### config.mk
export PLATFORM = sky130hd
export DESIGN_NAME = funnel_shifter
export DESIGN_NICKNAME = d
export VERILOG_FILES = /design/src/rtl/funnel_shifter_pkg.sv /design/src/rtl/funnel_select.sv /design/src/rtl/funnel_stage.sv /design/src/rtl/funnel_core.sv /design/src/rtl/funnel_shifter.sv
export SDC_FILE = /design/constraint.sdc
export NUM_CORES = 1
export LEC_CHECK = 0
export ABC_AREA = 1
export BUFFER_PORTS_ARGS = -buffer_cell sky130_fd_sc_hd__buf_2
export CORE_UTILIZATION = 57
export DETAILED_ROUTE_END_ITERATION = 10
export PLACE_DENSITY = 0.86
export SLEW_MARGIN = 15
export SYNTH_ARGS = -nofsm -noshare
export SYNTH_HDL_FRONTEND = slang
export SYNTH_SLANG_ARGS = --single-unit
### constraint.sdc
create_clock -name vclk -period 3.9
set_input_delay 0.39 -clock vclk [all_inputs]
set_output_delay 0.39 -clock vclk [all_outputs]
set_load 0.02 [all_outputs]
### src/rtl/funnel_shifter_pkg.sv
package funnel_shifter_pkg;

    typedef enum logic [1:0] {
        OP_SRL = 2'b00,
        OP_SRA = 2'b01,
        OP_SLL = 2'b10,
        OP_ROR = 2'b11
    } shift_op_e;

endpackage

### src/rtl/funnel_select.sv
module funnel_select
    import funnel_shifter_pkg::*;
#(
    parameter int W   = 32,
    parameter int SHW = $clog2(W)
) (
    input  logic [W-1:0]   opnd_i,
    input  logic [1:0]     op_i,
    input  logic [SHW-1:0] amt_i,
    output logic [W-1:0]   hi_o,
    output logic [W-1:0]   lo_o,
    output logic [SHW-1:0] ofs_o
);

    typedef struct packed {
        logic [W-1:0]   hi;
        logic [W-1:0]   lo;
        logic [SHW-1:0] ofs;
    } win_t;

    win_t win_d;

    always_comb begin
        win_d.hi  = '0;
        win_d.lo  = opnd_i;
        win_d.ofs = amt_i;
        case (shift_op_e'(op_i))
            OP_SRL: begin
                win_d.hi = '0;
            end
            OP_SRA: begin
                win_d.hi = {W{opnd_i[W-1]}};
            end
            OP_SLL: begin
                // Left by k is a right extraction at W-k from {opnd, 0};
                // k = 0 falls back to the plain operand at offset 0.
                if (amt_i != '0) begin
                    win_d.hi  = opnd_i;
                    win_d.lo  = '0;
                    win_d.ofs = ~amt_i + 1'b1;
                end
            end
            default: begin
                win_d.hi = opnd_i;
            end
        endcase
    end

    assign hi_o  = win_d.hi;
    assign lo_o  = win_d.lo;
    assign ofs_o = win_d.ofs;

endmodule

### src/rtl/funnel_stage.sv
module funnel_stage #(
    parameter int WW   = 64,
    parameter int STEP = 1
) (
    input  logic [WW-1:0] win_i,
    input  logic          en_i,
    output logic [WW-1:0] win_o
);

    logic [WW-1:0] win_d;

    always_comb begin
        win_d = en_i ? (win_i >> STEP) : win_i;
    end

    assign win_o = win_d;

endmodule

### src/rtl/funnel_core.sv
module funnel_core #(
    parameter int W   = 32,
    parameter int SHW = $clog2(W)
) (
    input  logic [W-1:0]   hi_i,
    input  logic [W-1:0]   lo_i,
    input  logic [SHW-1:0] ofs_i,
    output logic [W-1:0]   res_o
);

    localparam int WW = 2 * W;

    logic [WW-1:0] chain_d [SHW+1];

    assign chain_d[0] = {hi_i, lo_i};

    for (genvar s = 0; s < SHW; s++) begin : g_stage
        funnel_stage #(
            .WW  (WW),
            .STEP(1 << s)
        ) u_stage (
            .win_i(chain_d[s]),
            .en_i (ofs_i[s]),
            .win_o(chain_d[s+1])
        );
    end

    logic [W-1:0] unused_core_top;
    assign unused_core_top = chain_d[SHW][WW-1:W];
    assign res_o           = chain_d[SHW][W-1:0];

endmodule

### src/rtl/funnel_shifter.sv
module funnel_shifter
    import funnel_shifter_pkg::*;
#(
    parameter int W   = 32,
    parameter int SHW = $clog2(W)
) (
    input  logic [W-1:0]   opnd_i,
    input  logic [SHW-1:0] imm_amt_i,
    input  logic [W-1:0]   reg_amt_i,
    input  logic           amt_sel_i,
    input  logic [1:0]     op_i,
    output logic [W-1:0]   res_o
);

    logic [SHW-1:0] amt_d;
    logic [W-1:0]   hi_d;
    logic [W-1:0]   lo_d;
    logic [SHW-1:0] ofs_d;
    logic           unused_amt_hi;

    always_comb begin
        amt_d = amt_sel_i ? reg_amt_i[SHW-1:0] : imm_amt_i;
    end

    assign unused_amt_hi = ^reg_amt_i[W-1:SHW];

    funnel_select #(.W(W), .SHW(SHW)) u_select (
        .opnd_i(opnd_i),
        .op_i  (op_i),
        .amt_i (amt_d),
        .hi_o  (hi_d),
        .lo_o  (lo_d),
        .ofs_o (ofs_d)
    );

    funnel_core #(.W(W), .SHW(SHW)) u_core (
        .hi_i (hi_d),
        .lo_i (lo_d),
        .ofs_i(ofs_d),
        .res_o(res_o)
    );

endmodule

After elaboration in Yosys (flattened, before gate mapping)
Index checks and enable logic that the tools add are counted.

Output and inout bits: 32. Logic and storage cells: 15. Register bits: 0. Bits of input ports: 72.

Add/sub/neg operators: 1. Bitwise logic cells: 1. Equal/unequal tests: 2. Mux-type cells: 9. Reduce and logical (&&, ||, !) cells: 2.

Operator list (number): 31-bit case mux with 3 select lines (1); 68-bit two-way mux (1); 62-bit two-way mux (1); 60-bit two-way mux (1); 56-bit two-way mux (1); 48-bit two-way mux (1); 37-bit two-way mux (1); 32-bit two-way mux (1); 5-bit by 1-bit adder with 5-bit output, second input constant (1); 5-bit two-way mux (1); 5-bit inverter (1); 5-bit nonzero test (1); 2-bit by 1-bit equality test with 1-bit output, second input constant (1); 2-bit equality test, second input constant (1); 2-bit logical NOT (1).

Logic depth before layout (Yosys ltp)
Gate-level depths: netlist of run 1.

Depth in word-level cells: 10. Mapped depth: 23. Mapped depth without buffers: 19.

Hierarchy
Synthesis of run 1 repeated with hierarchy kept, for this count alone.

Cell total of the unflattened synthesis: 1180. Area total of the unflattened synthesis: 4934.7 µm².

Modules (own cells, without submodules): funnel_stage (u_core.g_stage[1].u_stage) (area an instance 850.8 µm², sequential area each 0.0 µm², cells each 204, times used 1); funnel_stage (u_core.g_stage[2].u_stage) (area an instance 843.3 µm², sequential area each 0.0 µm², cells each 202, times used 1); funnel_stage (u_core.g_stage[3].u_stage) (area an instance 842.1 µm², sequential area each 0.0 µm², cells each 198, times used 1); funnel_stage (u_core.g_stage[0].u_stage) (area an instance 840.8 µm², sequential area each 0.0 µm², cells each 205, times used 1); funnel_stage (u_core.g_stage[4].u_stage) (area an instance 783.3 µm², sequential area each 0.0 µm², cells each 189, times used 1); funnel_select (area an instance 714.4 µm², sequential area each 0.0 µm², cells each 166, times used 1); funnel_shifter (area an instance 60.1 µm², sequential area each 0.0 µm², cells each 16, times used 1).

Least setup slack after synthesis of run 1
OpenSTA, ideal clock, no wires.

Path type: input port to output port. From: input port amt_sel_i. To: output port res_o[24]. Buffers on the path: 5. Path slack: 784 ps. Stages: 20. Arrival: 2726 ps. Data required time: 3510 ps. Path through: buf_4 inv_2 nand2_1 nand2_1 buf_4 buf_2 ha_1 nand2_1 nor2_1 ha_1 inv_1 nand3_1 buf_4 buf_2 nand3_1 nand3_1 nand3_1 nand3_1 nand3_1 nand2_1.

Longest elaborated chain between the ends: 10. Elaborated cells between the ends (all ways): 12. Those cells by class: add/sub (1); mux (9); bitwise (1); reduce/logical (1).

Ends and longest elaborated chain: start: declaration (RTL line funnel_shifter.sv:10) `input logic amt_sel_i,`; 5-bit two-way mux * (RTL line funnel_shifter.sv:22) `amt_d = amt_sel_i ? reg_amt_i[SHW-1:0] : imm_amt_i;`; 5-bit inverter (RTL line funnel_select.sv:40) `win_d.ofs = ~amt_i + 1'b1;`; 5-bit by 1-bit adder with 5-bit output (RTL line funnel_select.sv:40); 68-bit two-way mux (RTL line funnel_select.sv:37) `if (amt_i != '0) begin`; 37-bit two-way mux (RTL line funnel_select.sv:27) `case (shift_op_e'(op_i))`; 62-bit two-way mux (RTL line funnel_stage.sv:13) `win_d = en_i ? (win_i >> STEP) : win_i;`; 60-bit two-way mux (RTL line funnel_stage.sv:13); 56-bit two-way mux (RTL line funnel_stage.sv:13); 48-bit two-way mux (RTL line funnel_stage.sv:13); 32-bit two-way mux * (RTL line funnel_stage.sv:13); end: declaration (RTL line funnel_shifter.sv:12) `output logic [W-1:0] res_o`.

Every way passes the cells marked *; elsewhere a longest branch is shown, timed or not.

Final worst setup path of run 1
From: input port amt_sel_i. To: output port res_o[0].

Longest elaborated chain between the ends: 10. Elaborated cells between the ends (all ways): 11. Those cells by class: add/sub (1); mux (8); bitwise (1); reduce/logical (1).

Ends and longest elaborated chain (RTL line): 5-bit two-way mux * (funnel_shifter.sv:22); 5-bit inverter (funnel_select.sv:40); 5-bit by 1-bit adder with 5-bit output (funnel_select.sv:40); 68-bit two-way mux (funnel_select.sv:37); 37-bit two-way mux * (funnel_select.sv:27); 62-bit two-way mux (funnel_stage.sv:13); 60-bit two-way mux (funnel_stage.sv:13); 56-bit two-way mux (funnel_stage.sv:13); 48-bit two-way mux (funnel_stage.sv:13); 32-bit two-way mux * (funnel_stage.sv:13).

Marks and branches as above.

==> results of run 1 <==
final timing paths:
path	slack (ns)	cells past startpoint	to	startpoint
max	0.47	22	res_o[0]	amt_sel_i
min	1.54	10	res_o[5]	opnd_i[11]
metrics by stage:
step / power, mW / hold slack (ns) / util [%] / cell area (µm²) / std cells
floorplan: 0.8703 / 1.242 / - / 3815 / 798
global placement: 1.139 / 1.529 / 63.00 / 4046 / 899
detailed placement: 1.144 / 1.526 / 63.00 / 4046 / 899
CTS: 1.148 / 1.531 / 63.00 / 4046 / 899
global route: 1.288 / 1.614 / 63.00 / 4046 / 899
finish: 1.180 / 1.538 / 63.00 / 4046 / 899
cells in the mapped netlist (2+ instances only):
master    instances
buf_6            13
inv_1            10
o21ai_0           2
buf_4            12
buf_2            34
o21ai_2           2
nor2_1            4
nand2_2           5
nand3_2           7
inv_2             6
nand3_1         414
ha_1              2
clkbuf_1         12
nand2_1         269
logic make-up (layout without fill, tap and decap cells):
family                     Yosys count  in the layout  share of synthesized area, %
buffers and inverters               88            112                         13.51
AOI/OAI and AO/OA                    5              5                        0.8527
and+or+nand+nor                    701            701                         84.29
xor gates and xnor gates             1              1                        0.4265
muxes                                1              1                        0.2624
adders and majority gates            2              2                        0.6558
power breakdown:
part | switching [mW] | leakage (nW) | total (mW) | internal, mW
sequential | 0 | 0 | 0 | 0
clock | 0 | 0 | 0 | 0
combinational | 0.810 | 2.25 | 1.18 | 0.370
total | 0.810 | 2.25 | 1.18 | 0.370
area by class of cell:
cell class	instances	area, µm²
Tap cell	77	96.34
Inverter	16	60.06
Fill cell	710	2376
Timing Repair Buffer	96	565.5
Multi-Input combinational cell	710	3324
cells in the final DEF, fill, tap and decap left out:
| master | Yosys | final |
|---|---|---|
| nand3_2 | 7 | 7 |
| nor2_4 | 1 | 1 |
| inv_1 | 10 | 10 |
| o21ai_0 | 2 | 2 |
| buf_12 | 0 | 3 |
| buf_4 | 12 | 16 |
| mux2i_1 | 1 | 1 |
| o21ai_2 | 2 | 2 |
| ha_1 | 2 | 2 |
| nand2_2 | 5 | 6 |
| xnor2_4 | 0 | 1 |
| buf_2 | 34 | 77 |
| nand2_1 | 269 | 268 |
| o21ai_4 | 0 | 1 |
| or2_1 | 1 | 1 |
| nand3_1 | 414 | 414 |
| inv_2 | 6 | 6 |
| nor2_1 | 4 | 4 |
routing by layer:
| metal | GRT usage, % | wire, µm |
|---|---|---|
| met5 | 0 | 0 |
| met3 | 3.462 | 1670 |
| met4 | 19.44 | 811 |
| met2 | 61.03 | 6094 |
| met1 | 55.61 | 5606 |
worst max-delay path: cells and delay by family:
family	cells	cell delay (ns)
and+or+nand+nor	15	1.36
adders and majority gates	2	0.40
buffers and inverters	5	0.89
==> flow_metrics.py, run 1 <==
metrics = {
    "synthesis": {
        "synth_top_area_share_pct": 54.31,
        "syn_inst": 798,
        "yosysWarnings": 0,
        "synth_area_um2": 3815,
        "synth_top_area_cell": "nand3_1",
        "syn_area_per_cell_um2": 4.781,
        "yosysUniqueCellTypes": 20,
        "synth_nets": 872,
        "synth-seq-area-share_pct": 0,
        "synth.area.top_cells": "nand3_1 (54%), nand2_1 (26%), buf_2 (4.5%)",
    },
    "drt": {
        "viasPerCell": 6.484,
        "wirelength_um": 14180,
        "num_vias": 5829,
        "wl_per_cell_um": 15.78,
        "detail-route-antenna-nets": 0,
        "drtIter0Drc": 973,
        "drc_errors": 3,
        "dr.pass1.iters": 9,
    },
    "placement": {
        "gp_congestion": 1.034,
        "hpwl_um": 10680,
        "port_buffers": 77,
        "place_ws_ns": 0.5396,
    },
    "layout": {
        "seqCellArea_um2": 0,
        "layout-drive-gt1-share_pct": 14.60,
        "area_delta_synth_final_pct": 6.068,
        "antennaDiodeCount": 0,
        "num-clock-buffers": 0,
        "seq_cell_count": 0,
        "nNetsFinal": 898,
    },
    "critical_path": {
        "path_cells": "buf_2 > inv_2 > nand2_1 > nand2_1 > ha_1 > nand2_1 > nor2_1 > ha_1 > inv_1 > nand3_1 > buf_4 > nand2_1 > nand2_1 > nand2_1 > nand2_1 > nand2_1 > nand2_1 > nand3_1 > nand2_1 > nand2_1 > nand2_1 > buf_2",
        "crit_path_frequent_cell": "nand2_1",
        "worstPathMaxFanout": 49,
        "cp-end-kind": "primary output",
        "start_kind": "input port",
        "critPathArrivalTime_ns": 3.04,
        "path_class": "input port to primary output",
        "slowest_delay_ns": 0.42,
        "cp_slowest_cell": "buf_4",
        "worst_ep_required_time_ns": 3.51,
    },
    "sta": {
        "timing.fmax_ghz": 0.2913,
        "finalCriticalPeriod_ns": 3.433,
        "fin_ws_ns": 0.4673,
        "tightestPinTransition_ns": 1.077,
        "hold_viol_final": 0,
        "setup_tns_ns": 0,
        "finalSetupViolCount": 0,
        "rsz0062_at_grt": "false",
        "period_share_pct": 88.02,
        "drv_slew": 0,
        "max_slew_margin_pct": 27.94,
    },
    "global_route": {
        "gr-usage-all-layers_pct": 39.83,
        "antenna_found_initial": 0,
        "grt_overflow_total": 0,
        "grt_max_degree": 65,
        "grt_pass1_vias": 4792,
        "grt_pass1_wl_um": 23100,
    },
    "floorplanning": {
        "die-area_um2": 7024,
        "pin_count": 104,
        "num_rows": 29,
        "core_um2": 6422,
        "die_w_um": 83.81,
        "start_util_pct": 59.40,
        "die_h_um": 83.81,
    },
    "clocking": {
        "cts.hold.buffers_added": 0,
        "cts_resized": 0,
        "cts_setup_buffers": 0,
    },
    "outcome": {
        "outcome": "complete, but fails checks",
        "violations": "DRC",
    },
    "pwr": {
        "power_density_nw_per_um2": 291.7,
        "power_leakage_nw": 2.250,
        "irDropWorstVdd_mv": 0.1849,
    },
    "job": {
        "max-cap-violations": 0,
    },
    "hold_path": {
        "hold_path.class": "input port to primary output",
    },
}
No activity file was read; power rests on OpenSTA's default activity.
==> run 2: changes to the inputs <==
clock period = 3.45 ns   (was 3.9 ns; I/O delays follow)
==> run 2 against run 1 <==
Largest power group unchanged. Final cell count decreased by 0.22%. The run still ends with DRC left. Combinational power increased by 14%. Worst hold slack got worse by 0.078 ns. Critical endpoint is now res_o[31]. Non-clock buffer count decreased by 2. Setup slack got worse by 0.22 ns.
==> flow_metrics.py, run 2 (synthesis gave the netlist of run 1 again) <==
metrics = {
    "outcome": {
        "outcome": "complete, but fails checks",
        "violations": "DRC",
    },
    "sta": {
        "tightestPinTransition_ns": 1.043,
        "setup_tns_ns": 0,
        "hold_viol_final": 0,
        "finalCriticalPeriod_ns": 3.200,
        "timing.fmax_ghz": 0.3125,
        "rsz0062_at_grt": "false",
        "finalSetupViolCount": 0,
        "drv_slew": 0,
        "period_share_pct": 92.74,
        "max_slew_margin_pct": 30.19,
        "fin_ws_ns": 0.2503,
    },
    "clocking": {
        "cts_setup_buffers": 0,
    },
    "drt": {
        "detail-route-antenna-nets": 0,
        "num_vias": 5896,
        "wl_per_cell_um": 15.63,
        "drc_errors": 4,
        "dr.pass1.iters": 11,
        "drtIter0Drc": 835,
        "wirelength_um": 14020,
        "viasPerCell": 6.573,
    },
    "floorplanning": {
        "pin_count": 104,
        "num_rows": 29,
        "start_util_pct": 59.40,
        "die_w_um": 83.81,
        "die-area_um2": 7024,
        "core_um2": 6422,
        "die_h_um": 83.81,
    },
    "critical_path": {
        "path_class": "input port to primary output",
        "worst_ep_required_time_ns": 3.11,
        "worstPathMaxFanout": 48,
        "critPathArrivalTime_ns": 2.85,
        "cp-end-kind": "primary output",
        "start_kind": "input port",
    },
    "global_route": {
        "grt_overflow_total": 0,
        "met2_usage_pct": 60.66,
        "top_usage_layer": "met2",
        "grtUsageMet1_pct": 51.63,
        "grt_use_met3_pct": 7.418,
        "grt_pass1_vias": 5022,
        "grt_max_degree": 65,
        "antenna_found_initial": 0,
        "grt_pass1_wl_um": 23090,
        "gr-usage-all-layers_pct": 39.66,
    },
    "layout": {
        "final_area_um2": 4065,
        "num-clock-buffers": 0,
        "nNetsFinal": 896,
        "area_delta_synth_final_pct": 6.560,
        "fin_cells": 897,
        "multi_input_area_um2": 3329,
        "final_common_cell": "nand3_1",
        "final_util_pct": 63.30,
        "seq_cell_count": 0,
        "num-fill-cells": 697,
        "seqCellArea_um2": 0,
        "layout-drive-gt1-share_pct": 14.51,
        "antennaDiodeCount": 0,
        "layout_common_cells": "nand3_1 (413), nand2_1 (268), buf_2 (77)",
    },
    "placement": {
        "hpwl_um": 10600,
        "gp_congestion": 1.062,
        "port_buffers": 77,
        "place_ws_ns": 0.2843,
        "place_inst": 897,
        "placed_area_um2": 4056,
    },
    "pwr": {
        "irDropWorstVdd_mv": 0.2041,
        "power_density_nw_per_um2": 328.6,
        "power_leakage_nw": 2.255,
    },
    "job": {
        "max-cap-violations": 0,
    },
    "hold_path": {
        "hold_path.class": "input port to primary output",
    },
}
## run 2: cell types whose count changed in the layout (fill, tap and decap cells not counted)
cell | previous run | this run
buf_12 | 3 | 5
buf_4 | 16 | 11
buf_6 | 0 | 1
nand3_1 | 414 | 413
nand3_2 | 7 | 8
## run 2: what timing repair did
| item | in CTS | in global routing |
|---|---|---|
| hold buffers | 0 | 0 |
| resized for setup | 0 | 2 |
| setup endpoints to repair | 0 | 2 |
## run 2: area by class of cell
class	instances	area share, %
multi-input cells	710	81.90
repair buffers	94	14.25
inverters	16	1.477
well taps	77	2.370
## run 2: final timing paths
path              slack, ns   endpoint  depth (start not counted)        from
hold / removal         1.46   res_o[5]                         10  opnd_i[12]
setup / recovery       0.25  res_o[31]                         17   amt_sel_i
## run 2: metal layers
| metal | vias to the layer above | part of all wire (%) |
|---|---|---|
| met1 | 2600 | 39 |
| met5 | - | 0 |
| met4 | 0 | 6.8 |
| li1 | 2790 | - |
| met2 | 418 | 43 |
| met3 | 88 | 12 |
## run 2: per-stage QoR
stage,power [mW],hold WS (ns)
floorplan,0.9838,1.152
global placement,1.282,1.449
detailed placement,1.293,1.446
CTS,1.297,1.454
global route,1.458,1.529
finish,1.336,1.460
## run 2: worst max-delay path, cell delays in order
cell and delay, ns:
buf_2 0.19, inv_2 0.07, nand2_1 0.08, nand2_1 0.09
ha_1 0.25, nand2_1 0.09, nor2_1 0.05, ha_1 0.19
nor2_1 0.19, nand3_1 0.12, nand2_2 0.09, buf_4 0.42
nand3_1 0.24, nand2_1 0.12, nand2_1 0.05, nand2_1 0.09
buf_2 0.16
## run 2: power breakdown
part	leakage (nW)	internal, mW	switching, mW	total (mW)
Clock	0	0	0	0
Sequential	0	0	0	0
Combinational	2.25	0.422	0.914	1.34
